$ cat src/rtl/rxq_pkg.sv
package rxq_pkg;

  // Strobes from control to datapath, already qualified against occupancy
  typedef struct packed {
    logic wrEn;
    logic rdEn;
  } rxq_strobe_t;

  // Status bit offsets inside the upper byte of the read word
  localparam int STAT_PRESENT = 0;
  localparam int STAT_FULL    = 1;
  localparam int STAT_OVF     = 2;
  localparam int STAT_USED    = 3;

endpackage

$ cat src/rtl/rxq_datapath.sv
module rxq_datapath
  import rxq_pkg::*;
#(
  parameter int DEPTH  = 16,
  parameter int DATA_W = 8
) (
  input  logic              clk,
  input  logic              rstN,
  input  rxq_strobe_t       strobe,
  input  logic [DATA_W-1:0] pushByte,
  output logic [DATA_W-1:0] headByte
);

  localparam int PTR_W = (DEPTH > 1) ? $clog2(DEPTH) : 1;
  localparam logic [PTR_W-1:0] LAST_IDX = PTR_W'(DEPTH - 1);

  logic [DATA_W-1:0] store [DEPTH];
  logic [PTR_W-1:0]  wrPtr, rdPtr;

  function automatic logic [PTR_W-1:0] nextIdx(input logic [PTR_W-1:0] p);
    return (p == LAST_IDX) ? '0 : p + 1'b1;
  endfunction

  always_ff @(posedge clk) begin
    if (strobe.wrEn) store[wrPtr] <= pushByte;
  end

  always_ff @(posedge clk) begin
    if (!rstN) begin
      wrPtr <= '0;
      rdPtr <= '0;
    end else begin
      if (strobe.wrEn) wrPtr <= nextIdx(wrPtr);
      if (strobe.rdEn) rdPtr <= nextIdx(rdPtr);
    end
  end

  assign headByte = store[rdPtr];

endmodule

$ cat src/rtl/rxq_ctrl.sv
module rxq_ctrl
  import rxq_pkg::*;
#(
  parameter int DEPTH     = 16,
  parameter int DELAY_CYC = 93720
) (
  input  logic                           clk,
  input  logic                           rstN,
  input  logic                           pushValid,
  input  logic                           popReq,
  output rxq_strobe_t                    strobe,
  output logic [$clog2(DEPTH+1)-1:0]     level,
  output logic                           ovfFlag,
  output logic                           irq
);

  localparam int CNT_W = $clog2(DEPTH + 1);
  localparam int TMR_W = $clog2(DELAY_CYC + 1);
  localparam logic [CNT_W-1:0] FULL_LVL  = CNT_W'(DEPTH);
  localparam logic [TMR_W-1:0] TMR_LIMIT = TMR_W'(DELAY_CYC);

  logic             isEmpty, isFull, doPop, doPush;
  logic [TMR_W-1:0] timer;

  assign isEmpty = (level == '0);
  assign isFull  = (level == FULL_LVL);

  // A pop of an empty queue is a no-op; a push into a full queue is
  // accepted only when the same edge frees a slot.
  assign doPop  = popReq && !isEmpty;
  assign doPush = pushValid && (!isFull || doPop);

  assign strobe.wrEn = doPush;
  assign strobe.rdEn = doPop;

  always_ff @(posedge clk) begin
    if (!rstN) begin
      level <= '0;
    end else begin
      unique case ({doPush, doPop})
        2'b10:   level <= level + 1'b1;
        2'b01:   level <= level - 1'b1;
        default: level <= level;
      endcase
    end
  end

  always_ff @(posedge clk) begin
    if (!rstN) begin
      ovfFlag <= 1'b0;
    end else if (pushValid && !doPush) begin
      ovfFlag <= 1'b1;
    end else if (popReq) begin
      ovfFlag <= 1'b0;
    end
  end

  always_ff @(posedge clk) begin
    if (!rstN || isEmpty) begin
      timer <= '0;
    end else if (timer != TMR_LIMIT) begin
      timer <= timer + 1'b1;
    end
  end

  assign irq = (timer == TMR_LIMIT) && !isEmpty;

endmodule

$ cat src/rtl/rx_byte_queue.sv
module rx_byte_queue
  import rxq_pkg::*;
#(
  parameter int DEPTH       = 16,
  parameter int DATA_W      = 8,
  parameter int CLK_HZ      = 90_000_000,
  parameter int BAUD        = 38_400,
  parameter int CHAR_BITS   = 10,
  parameter int DELAY_CHARS = 4
) (
  input  logic                clk,
  input  logic                rstN,
  input  logic                pushValid,
  input  logic [DATA_W-1:0]   pushByte,
  input  logic                popReq,
  output logic [2*DATA_W-1:0] readWord,
  output logic                irq
);

  localparam int DELAY_CYC = (CLK_HZ / BAUD) * CHAR_BITS * DELAY_CHARS;
  localparam int CNT_W     = $clog2(DEPTH + 1);
  localparam logic [CNT_W-1:0] FULL_LVL = CNT_W'(DEPTH);

  rxq_strobe_t       strobe;
  logic [CNT_W-1:0]  level;
  logic              ovfFlag;
  logic [DATA_W-1:0] headByte;
  logic [DATA_W-1:0] statByte;

  rxq_ctrl #(.DEPTH(DEPTH), .DELAY_CYC(DELAY_CYC)) ctrl_i (
    .clk(clk), .rstN(rstN), .pushValid(pushValid), .popReq(popReq),
    .strobe(strobe), .level(level), .ovfFlag(ovfFlag), .irq(irq)
  );

  rxq_datapath #(.DEPTH(DEPTH), .DATA_W(DATA_W)) data_i (
    .clk(clk), .rstN(rstN), .strobe(strobe), .pushByte(pushByte),
    .headByte(headByte)
  );

  always_comb begin
    statByte               = '0;
    statByte[STAT_PRESENT] = (level != '0);
    statByte[STAT_FULL]    = (level == FULL_LVL);
    statByte[STAT_OVF]     = ovfFlag;
  end

  assign readWord = {statByte, headByte};

endmodule

$ cat config.mk
export PLATFORM = sky130hd
export DESIGN_NAME = rx_byte_queue
export DESIGN_NICKNAME = d
export VERILOG_FILES = /design/src/rtl/rxq_pkg.sv /design/src/rtl/rxq_datapath.sv /design/src/rtl/rxq_ctrl.sv /design/src/rtl/rx_byte_queue.sv
export SDC_FILE = /design/constraint.sdc
export NUM_CORES = 1
export LEC_CHECK = 0
export BUFFER_PORTS_ARGS = -buffer_cell sky130_fd_sc_hd__buf_2
export CELL_PAD_IN_SITES_DETAIL_PLACEMENT = 1
export CELL_PAD_IN_SITES_GLOBAL_PLACEMENT = 2
export CORE_UTILIZATION = 31
export CTS_CLUSTER_SIZE = 24
export DETAILED_ROUTE_END_ITERATION = 7
export PLACE_DENSITY = 0.57
export SETUP_SLACK_MARGIN = 0.02
export SLEW_MARGIN = 20
export SYNTH_ARGS = -nofsm -noshare
export SYNTH_HDL_FRONTEND = slang
export SYNTH_SLANG_ARGS = --single-unit
$ cat constraint.sdc
create_clock -name clk -period 3.77 [get_ports clk]
set_clock_uncertainty 0.15 [all_clocks]
set_input_delay 0.5655 -clock clk [delete_from_list [all_inputs] [get_ports clk]]
set_output_delay 0.5655 -clock clk [all_outputs]
set_load 0.05 [all_outputs]
==> summary.txt, run 1 <==
Clocking
  • Postcts setup bufs: 0
  • H-tree Lvls: 4
  • CTS Buffer Depth: 2
  • Sink Count: ~160
  • CTS tree: done
  • Post_cts resized: 0
  • CTS Root Cell: clkbuf_16
  • TritonCTS buffer count: 17
  • Reg clk slew, reported paths: about 0.060 ns
  • Hold_buf cts: 0
  • Worst skew pair latency: 0.43 ns

STA
  • Achievable Freq: approximately 310 MHz
  • Setup_tns: 0 ns
  • Minimum clock period: between 3 and 4 ns
  • Final setup margin: around 0.52 ns
  • RSZ-0062 raised after global routing: no
  • Final Max Tran Viols: 0
  • Setup violators final: 0
  • Final Hold Violating Endpoints: 0
  • Fin crit share: between 80% and 90%
  • Max-slew headroom: between 30% and 40%
  • Worst-Margin Slew: 1.04 ns

Logic synthesis
  • Number of synthesized flops with an enable pin: between 100 and 150
  • Synthesis Warnings: 0
  • Top post-synthesis cells by area: edfxtp_1, mux4_2, dfxtp_1, ha_1, a22oi_1
  • Mapped Area: slightly below 0.007 sq mm
  • Register area share after synthesis: 66.3%
  • Adder-Cell Fraction of Synth Area: approximately 2.1%
  • Largest area contributor in the synthesized netlist: edfxtp_1
  • Cells after Synth: 444
  • Post-synthesis xor/xnor area fraction: 1.79%
  • Library cells used by synthesis: 51
  • Syn avg cell area: about 15 sq um
  • #FFs+latches synth: about 160
  • Simple-Gate Fraction of Synth Area: a little over a tenth
  • Post-synthesis compound-gate area fraction: roughly 5.0%
  • Largest family of logic cells by synthesized area: multiplexers
  • Top cell type's share of synthesized area: around 56%
  • Mux share of post-synthesis cell area: a little under an eighth
  • Async SR Flop Fraction: 0%
  • Primary FF master, synth: edfxtp_1

Run status
  • Outcome: finished with violations
  • Failing checks: design-rule violations

Power and ir drop
  • Lkg Pwr: roughly 2.6 nW
  • Pwr Density: 627 mW/mm^2
  • VDD IR-drop max: 0.000346 V

Critical path
  • Worst Setup Start Kind: flop
  • Crit path depth: 5
  • Worst Setup End Kind: output port
  • CP bufs+invs: 2
  • Arrival time worst endpoint: around 2.5 ns
  • CP delay by family, top: flip-flops
  • CP Data Required Time: between 3 and 4 ns
  • Worst path slowest cell: dfxtp_2
  • Crit path cell chain: buf_12 -> mux4_2 -> a22oi_1 -> nand2_1 -> buf_2
  • Worst R2R Setup Slack: approximately 1.2 ns
  • Worst-case reg-to-reg path depth: 4
  • Critical Path Max Stage Delay: 0.61 ns
  • Crit Path Max Fanout: 21
  • WS Path Type: flop to output port

GRT
  • Vias in the first global route: 4158
  • Met3 Usage GRT: ~3.4%
  • First-pass GRT wire length: between 20 and 25 mm
  • Antenna violations before repair: 0
  • Layer with the highest usage: met2
  • M2 GR Usage: between 20 and 30%
  • Tot GR Track Use: between 10% and 20%
  • GRT overflow: 0
  • Met1 GRT Util: between 10% and 20%
  • Largest net degree at the start of global routing: 33

Finish
  • Util after Layout: about 36%
  • Fin cells: ~770
  • FF+latch area: approximately 0.0045 sq mm
  • # diodes: 0
  • Footprint of the multi-input gates: between 0.002 and 0.0025 sq mm
  • # fillers: 2240
  • Area delta synth->final: 14.6%
  • Nets@finish: a little under 500
  • Layout cells sized above 1: a little under a quarter

Min path
  • Hold Path Stages: 2
  • Hold crit path type: flop to flop

Floorplanning
  • Die width: 151 um
  • Ports: 29
  • Die height: 151 um
  • Site Rows: 54
  • Die ar.: ~0.023 sq mm
  • Initial Util: 31.5%
  • Core Box Area: about 0.022 sq mm

Placement
  • DP Worst Slack: 0.906 ns
  • GPL Wtd Cong: ~0.70
  • Placed Cells: roughly 740
  • DP Wirelength: 9.78 mm
  • Number of port buffers: 23

Detailed routing
  • Initial drt markers: about 260
  • DRC errors left: 1
  • ANT nets after route: 0
  • Pre-antenna DRT Iters: 6
  • Final WL: ~15 mm
  • Via count: roughly 3800
  • Wire length per cell: about 20 um
  • Vias/cell: between 4 and 5

Run
  • Max-cap violation count: 0
synthesized netlist by cell type, types with 2 or more instances:
master and instances:
ha_1 10, nor2_1 31, o211ai_1 2, and2_1 2
nor2b_1 4, mux2i_1 7, nand2_1 30, nor4_4 2
nor4_1 6, or4_1 3, nand3_1 17, o21ai_1 3
and3_1 7, dfxtp_1 35, a211oi_1 2, nand4_1 5
mux4_2 32, buf_2 3, o21ai_0 5, nor3_1 4
xor2_1 7, a21oi_1 8, buf_4 9, a31o_2 2
inv_1 12, a22oi_1 16, nand2b_1 8, edfxtp_1 128
o21ai_4 2, nor4b_1 4, buf_1 2, xnor2_1 7
clkbuf_1 11
placed cells by master (no fill, tap or decap), types with 8 or more instances in the layout:
master / count
edfxtp_1: 128
a22oi_1: 16
buf_4: 9
clkbuf_16: 17
nand3_1: 17
inv_1: 12
dfxtp_1: 34
ha_1: 10
buf_2: 23
nor2_1: 30
nand2_1: 30
a21oi_1: 8
nand2b_1: 8
mux4_2: 32
kinds of logic after synthesis:
logic type / after synthesis
muxes: 39
and+or+nand+nor: 132
buffers and inverters: 38
AOI/OAI and AO/OA: 46
adders and majority gates: 11
DFF: 163
other: 1
xor gates and xnor gates: 14
worst reg2reg max path: stages, from the launching register on:
cell     delay (ns)
dfxtp_1        0.37
or4_1          0.74
o21ai_4        0.55
nor2_2         0.10
and3_1         0.38
metal layers:
| metal | part of all wire, % | routed length (um) |
|---|---|---|
| met5 | 0 | 0 |
| met4 | 0.99 | 149 |
| met3 | 3.8 | 567 |
| met2 | 52 | 7880 |
| met1 | 43 | 6470 |
path summary, 6_finish.rpt:
path / start / to
max reg2reg: ctrl_i.level[0] / data_i.store[8][3]
min reg2reg: ctrl_i.ovfFlag / ctrl_i.ovfFlag
max: flop / readWord[2]
min: ctrl_i.ovfFlag / ctrl_i.ovfFlag
cell type report:
class                   instances  area share, %
repair buffers                 33           2.58
well taps                     280           4.46
flip-flops and latches        163           57.9
multi-input cells             247           27.5
clock inverters                14           1.53
clock buffers                  17           5.42
inverters                      12          0.574
sequential cells by signal, indices dropped and copies added (netlist names), named ones only:
register        cells
data_i.store      128
ctrl_i.timer       17
ctrl_i.level        5
data_i.rdPtr        4
data_i.wrPtr        4
ctrl_i.ovfFlag      1
through the flow:
step	instance area, sq um	hold slack, ns	power, mW
6_report	7850	0.319	4.92
5_1_grt	7850	0.355	5.17
4_1_cts	7850	0.328	5.01
3_5_place_dp	7300	0.309	3.38
3_3_place_gp	7300	0.310	3.36
2_1_floorplan	6870	0.288	3.10
where the power goes:
part | total (mW) | switching, mW | leakage, nW | internal, mW
clock network | 1.62 | 0.758 | 0.267 | 0.862
registers | 2.12 | 0.111 | 1.44 | 2.01
logic | 1.18 | 0.711 | 0.846 | 0.471
total | 4.92 | 1.58 | 2.55 | 3.34
No activity file was read; power rests on OpenSTA's default activity.
==> inputs of run 2 (changes only) <==
Settings changed: CORE_ASPECT_RATIO set to 0.75.
==> run 2 against run 1 <==
Net effect: the run now ends clean; utilization is 1.0 points higher; critical path depth unchanged; count of clock-buffer cells in the layout did not move; setup slack better by 0.15 ns; via count is 0.60% lower.
==> summary.txt, run 2 (same netlist as run 1, synthesis figures left out) <==
Floorplanning
  • Die ar.: 0.0227 sq mm (about the same)
  • Site Rows: 46 (-15%)
  • Die width: 174 um (+15%)
  • Die height: 131 um (-13%)
  • Ports: 29 (unchanged)
  • Initial Util: 32.0% (+0.51 points)
  • Core Box Area: 0.0214 sq mm (-1.6%)

Finish
  • Top Registers: data_i.store x128, ctrl_i.timer x17, ctrl_i.level x5
  • Number of flip-flops in the largest register: 128 (unchanged)
  • Largest register by flop count: data_i.store
  • Commonest non-fill, non-tap cell in the layout: edfxtp_1
  • Nets@finish: 498 (+0.20%)
  • Layout cells sized above 1: 23.6% (+0.11 points)
  • # diodes: 0 (unchanged)
  • # fillers: 2191 (-2.2%)
  • Fin area: 0.00795 sq mm (+1.2%)
  • Most frequent cells in the layout: edfxtp_1, dfxtp_1, mux4_2, nand2_1, nor2_1
  • Area delta synth->final: 16.0%

Critical path
  • Worst path slowest cell: mux4_2
  • CP Data Required Time: 3.05 ns (about the same)
  • CP bufs+invs: 2 (unchanged)
  • CP delay by family, top: multiplexers
  • Worst Setup End Kind: output port
  • Worst R2R Setup Slack: 1.07 ns (-0.09 ns)
  • WS Path Type: flop to output port
  • Worst Setup Start Kind: flop
  • Arrival time worst endpoint: 2.38 ns (-0.15 ns)
  • Critical Path Max Stage Delay: 0.53 ns (-0.08 ns)
  • Crit Path Max Fanout: 27 (+29%)
  • Crit path cell chain: buf_12 -> mux4_2 -> a22oi_1 -> nand2_1 -> buf_2

STA
  • Achievable Freq: 323 MHz (+4.9%)
  • Final Hold Violating Endpoints: 0 (unchanged)
  • RSZ-0062 raised after global routing: no
  • Setup violators final: 0 (unchanged)
  • Max-slew headroom: 35.3% (+4.9 points)
  • Fin crit share: 82.1% (-4.0 points)
  • Setup_tns: 0 ns (unchanged)
  • Final Max Tran Viols: 0 (unchanged)
  • Worst-Margin Slew: 0.967 ns (-0.0737 ns)
  • Minimum clock period: 3.10 ns (-0.152 ns)

Clocking
  • TritonCTS buffer count: 17 (unchanged)
  • Postcts setup bufs: 0 (unchanged)
  • H-tree Lvls: 4 (unchanged)
  • CTS Root Cell: clkbuf_16
  • Hold_buf cts: 0 (unchanged)
  • CTS tree: done
  • Sink Count: 163 (unchanged)
  • Reg clk slew, reported paths: 0.07 ns (about the same)
  • CTS Buffer Depth: 2 (unchanged)
  • Post_cts resized: 0 (unchanged)
  • Worst skew pair latency: 0.42 ns (about the same)

Min path
  • Hold crit path type: flop to flop

Detailed routing
  • Wire length per cell: 19.6 um (-0.46%)
  • ANT nets after route: 0 (unchanged)
  • Via count: 3791 (-0.60%)
  • Initial drt markers: 223 (-13%)
  • Vias/cell: 4.89 (-1.9%)
  • Final WL: 15.2 mm (+0.84%)
  • DRC errors left: 0 (-1)
  • Pre-antenna DRT Iters: 4 (-2)

Power and ir drop
  • Pwr Density: 651 mW/mm^2 (+3.7%)
  • Logic gate share of total power: 24.1% (about the same)
  • Int Pwr: 3.55 mW (+6.1%)
  • Lkg Pwr: 2.59 nW (+1.6%)
  • Switching Share: 31.3% (-0.75 points)
  • Sequential share of power: 40.7% (-2.4 points)
  • Net Sw Power: 1.62 mW (+2.5%)
  • Clk pwr share: 35.2% (+2.3 points)
  • VDD IR-drop max: 0.000355 V (+2.7%)

Placement
  • Number of port buffers: 23 (unchanged)
  • GPL Wtd Cong: 0.722 (+2.9%)
  • DP Wirelength: 10.0 mm (+2.6%)
  • Post-placement cell area: 0.00732 sq mm (+0.24%)

GRT
  • Vias in the first global route: 4006 (-3.7%)
  • Largest net degree at the start of global routing: 33 (unchanged)
  • Tot GR Track Use: 14.3% (-0.35 points)
  • GRT overflow: 0 (unchanged)
  • Antenna violations before repair: 0 (unchanged)
  • First-pass GRT wire length: 23.7 mm (-1.0%)

Run status
  • Outcome: finished, final reports clean

Run
  • Max-cap violation count: 0 (unchanged)
[run 2: cell types whose count changed in the layout (fill, tap and decap cells not counted)]
| cell | before | now |
|---|---|---|
| clkinv_4 | 1 | 3 |
| clkinv_2 | 2 | 0 |
| buf_4 | 9 | 10 |
| clkinvlp_4 | 2 | 1 |
| bufinv_16 | 0 | 3 |
| clkinv_1 | 0 | 1 |
| inv_6 | 6 | 4 |
[run 2: path summary, 6_finish.rpt]
check,cells past startpoint,from,to
setup / recovery,5,flop,readWord[2]
hold / removal,2,ctrl_i.ovfFlag,ctrl_i.ovfFlag
setup reg to reg,9,ctrl_i.level[0],ctrl_i.level[4]
hold reg to reg,2,ctrl_i.ovfFlag,ctrl_i.ovfFlag
[run 2: metal layers]
metal / up-vias / part of all wire, % / global-route usage (%)
met5: - / 0 / 0
met4: 0 / 1.4 / 6.24
met3: 16 / 2.9 / 3.44
met2: 40 / 45 / 22.0
met1: 1967 / 50 / 19.4
li1: 1768 / - / -
[run 2: power by group through the flow]
stage	sequential, mW	clock (mW)	combinational [mW]
3_5_place_dp	2.15	0	1.26
6_report	2.10	1.82	1.24
2_1_floorplan	2.10	0	0.998
5_1_grt	2.12	1.94	1.35
4_1_cts	2.11	1.87	1.26
3_3_place_gp	2.14	0	1.24
[run 2: cell type report]
cell class	instances	area, sq um	area share (%)
repair buffers	34	210	2.65
inverters	12	45.0	0.567
clock inverters	15	196	2.47
clock buffers	17	425	5.35
flip-flops and latches	163	4550	57.2
well taps	288	360	4.53
multi-input cells	247	2160	27.2
[run 2: metrics by stage]
stage               util [%]  hold WS, ns  std cells  setup slack, ns  power (mW)
finish                  37.1        0.327        776            0.673        5.17
floorplan                  -        0.288        448             1.16        3.10
detailed placement      34.2        0.322        744             1.05        3.41
global route            37.1        0.377        776            0.479        5.41
global placement        34.2        0.292        744             1.07        3.39
CTS                     37.1        0.339        776            0.608        5.24
[run 2: worst reg2reg max path: cells and delay by family (launching register included)]
family	cells	cell delay [ns]
DFF	1	0.38
buffers and inverters	1	0.14
AOI/OAI and AO/OA	2	0.60
and+or+nand+nor	5	0.97
adders and majority gates	1	0.35
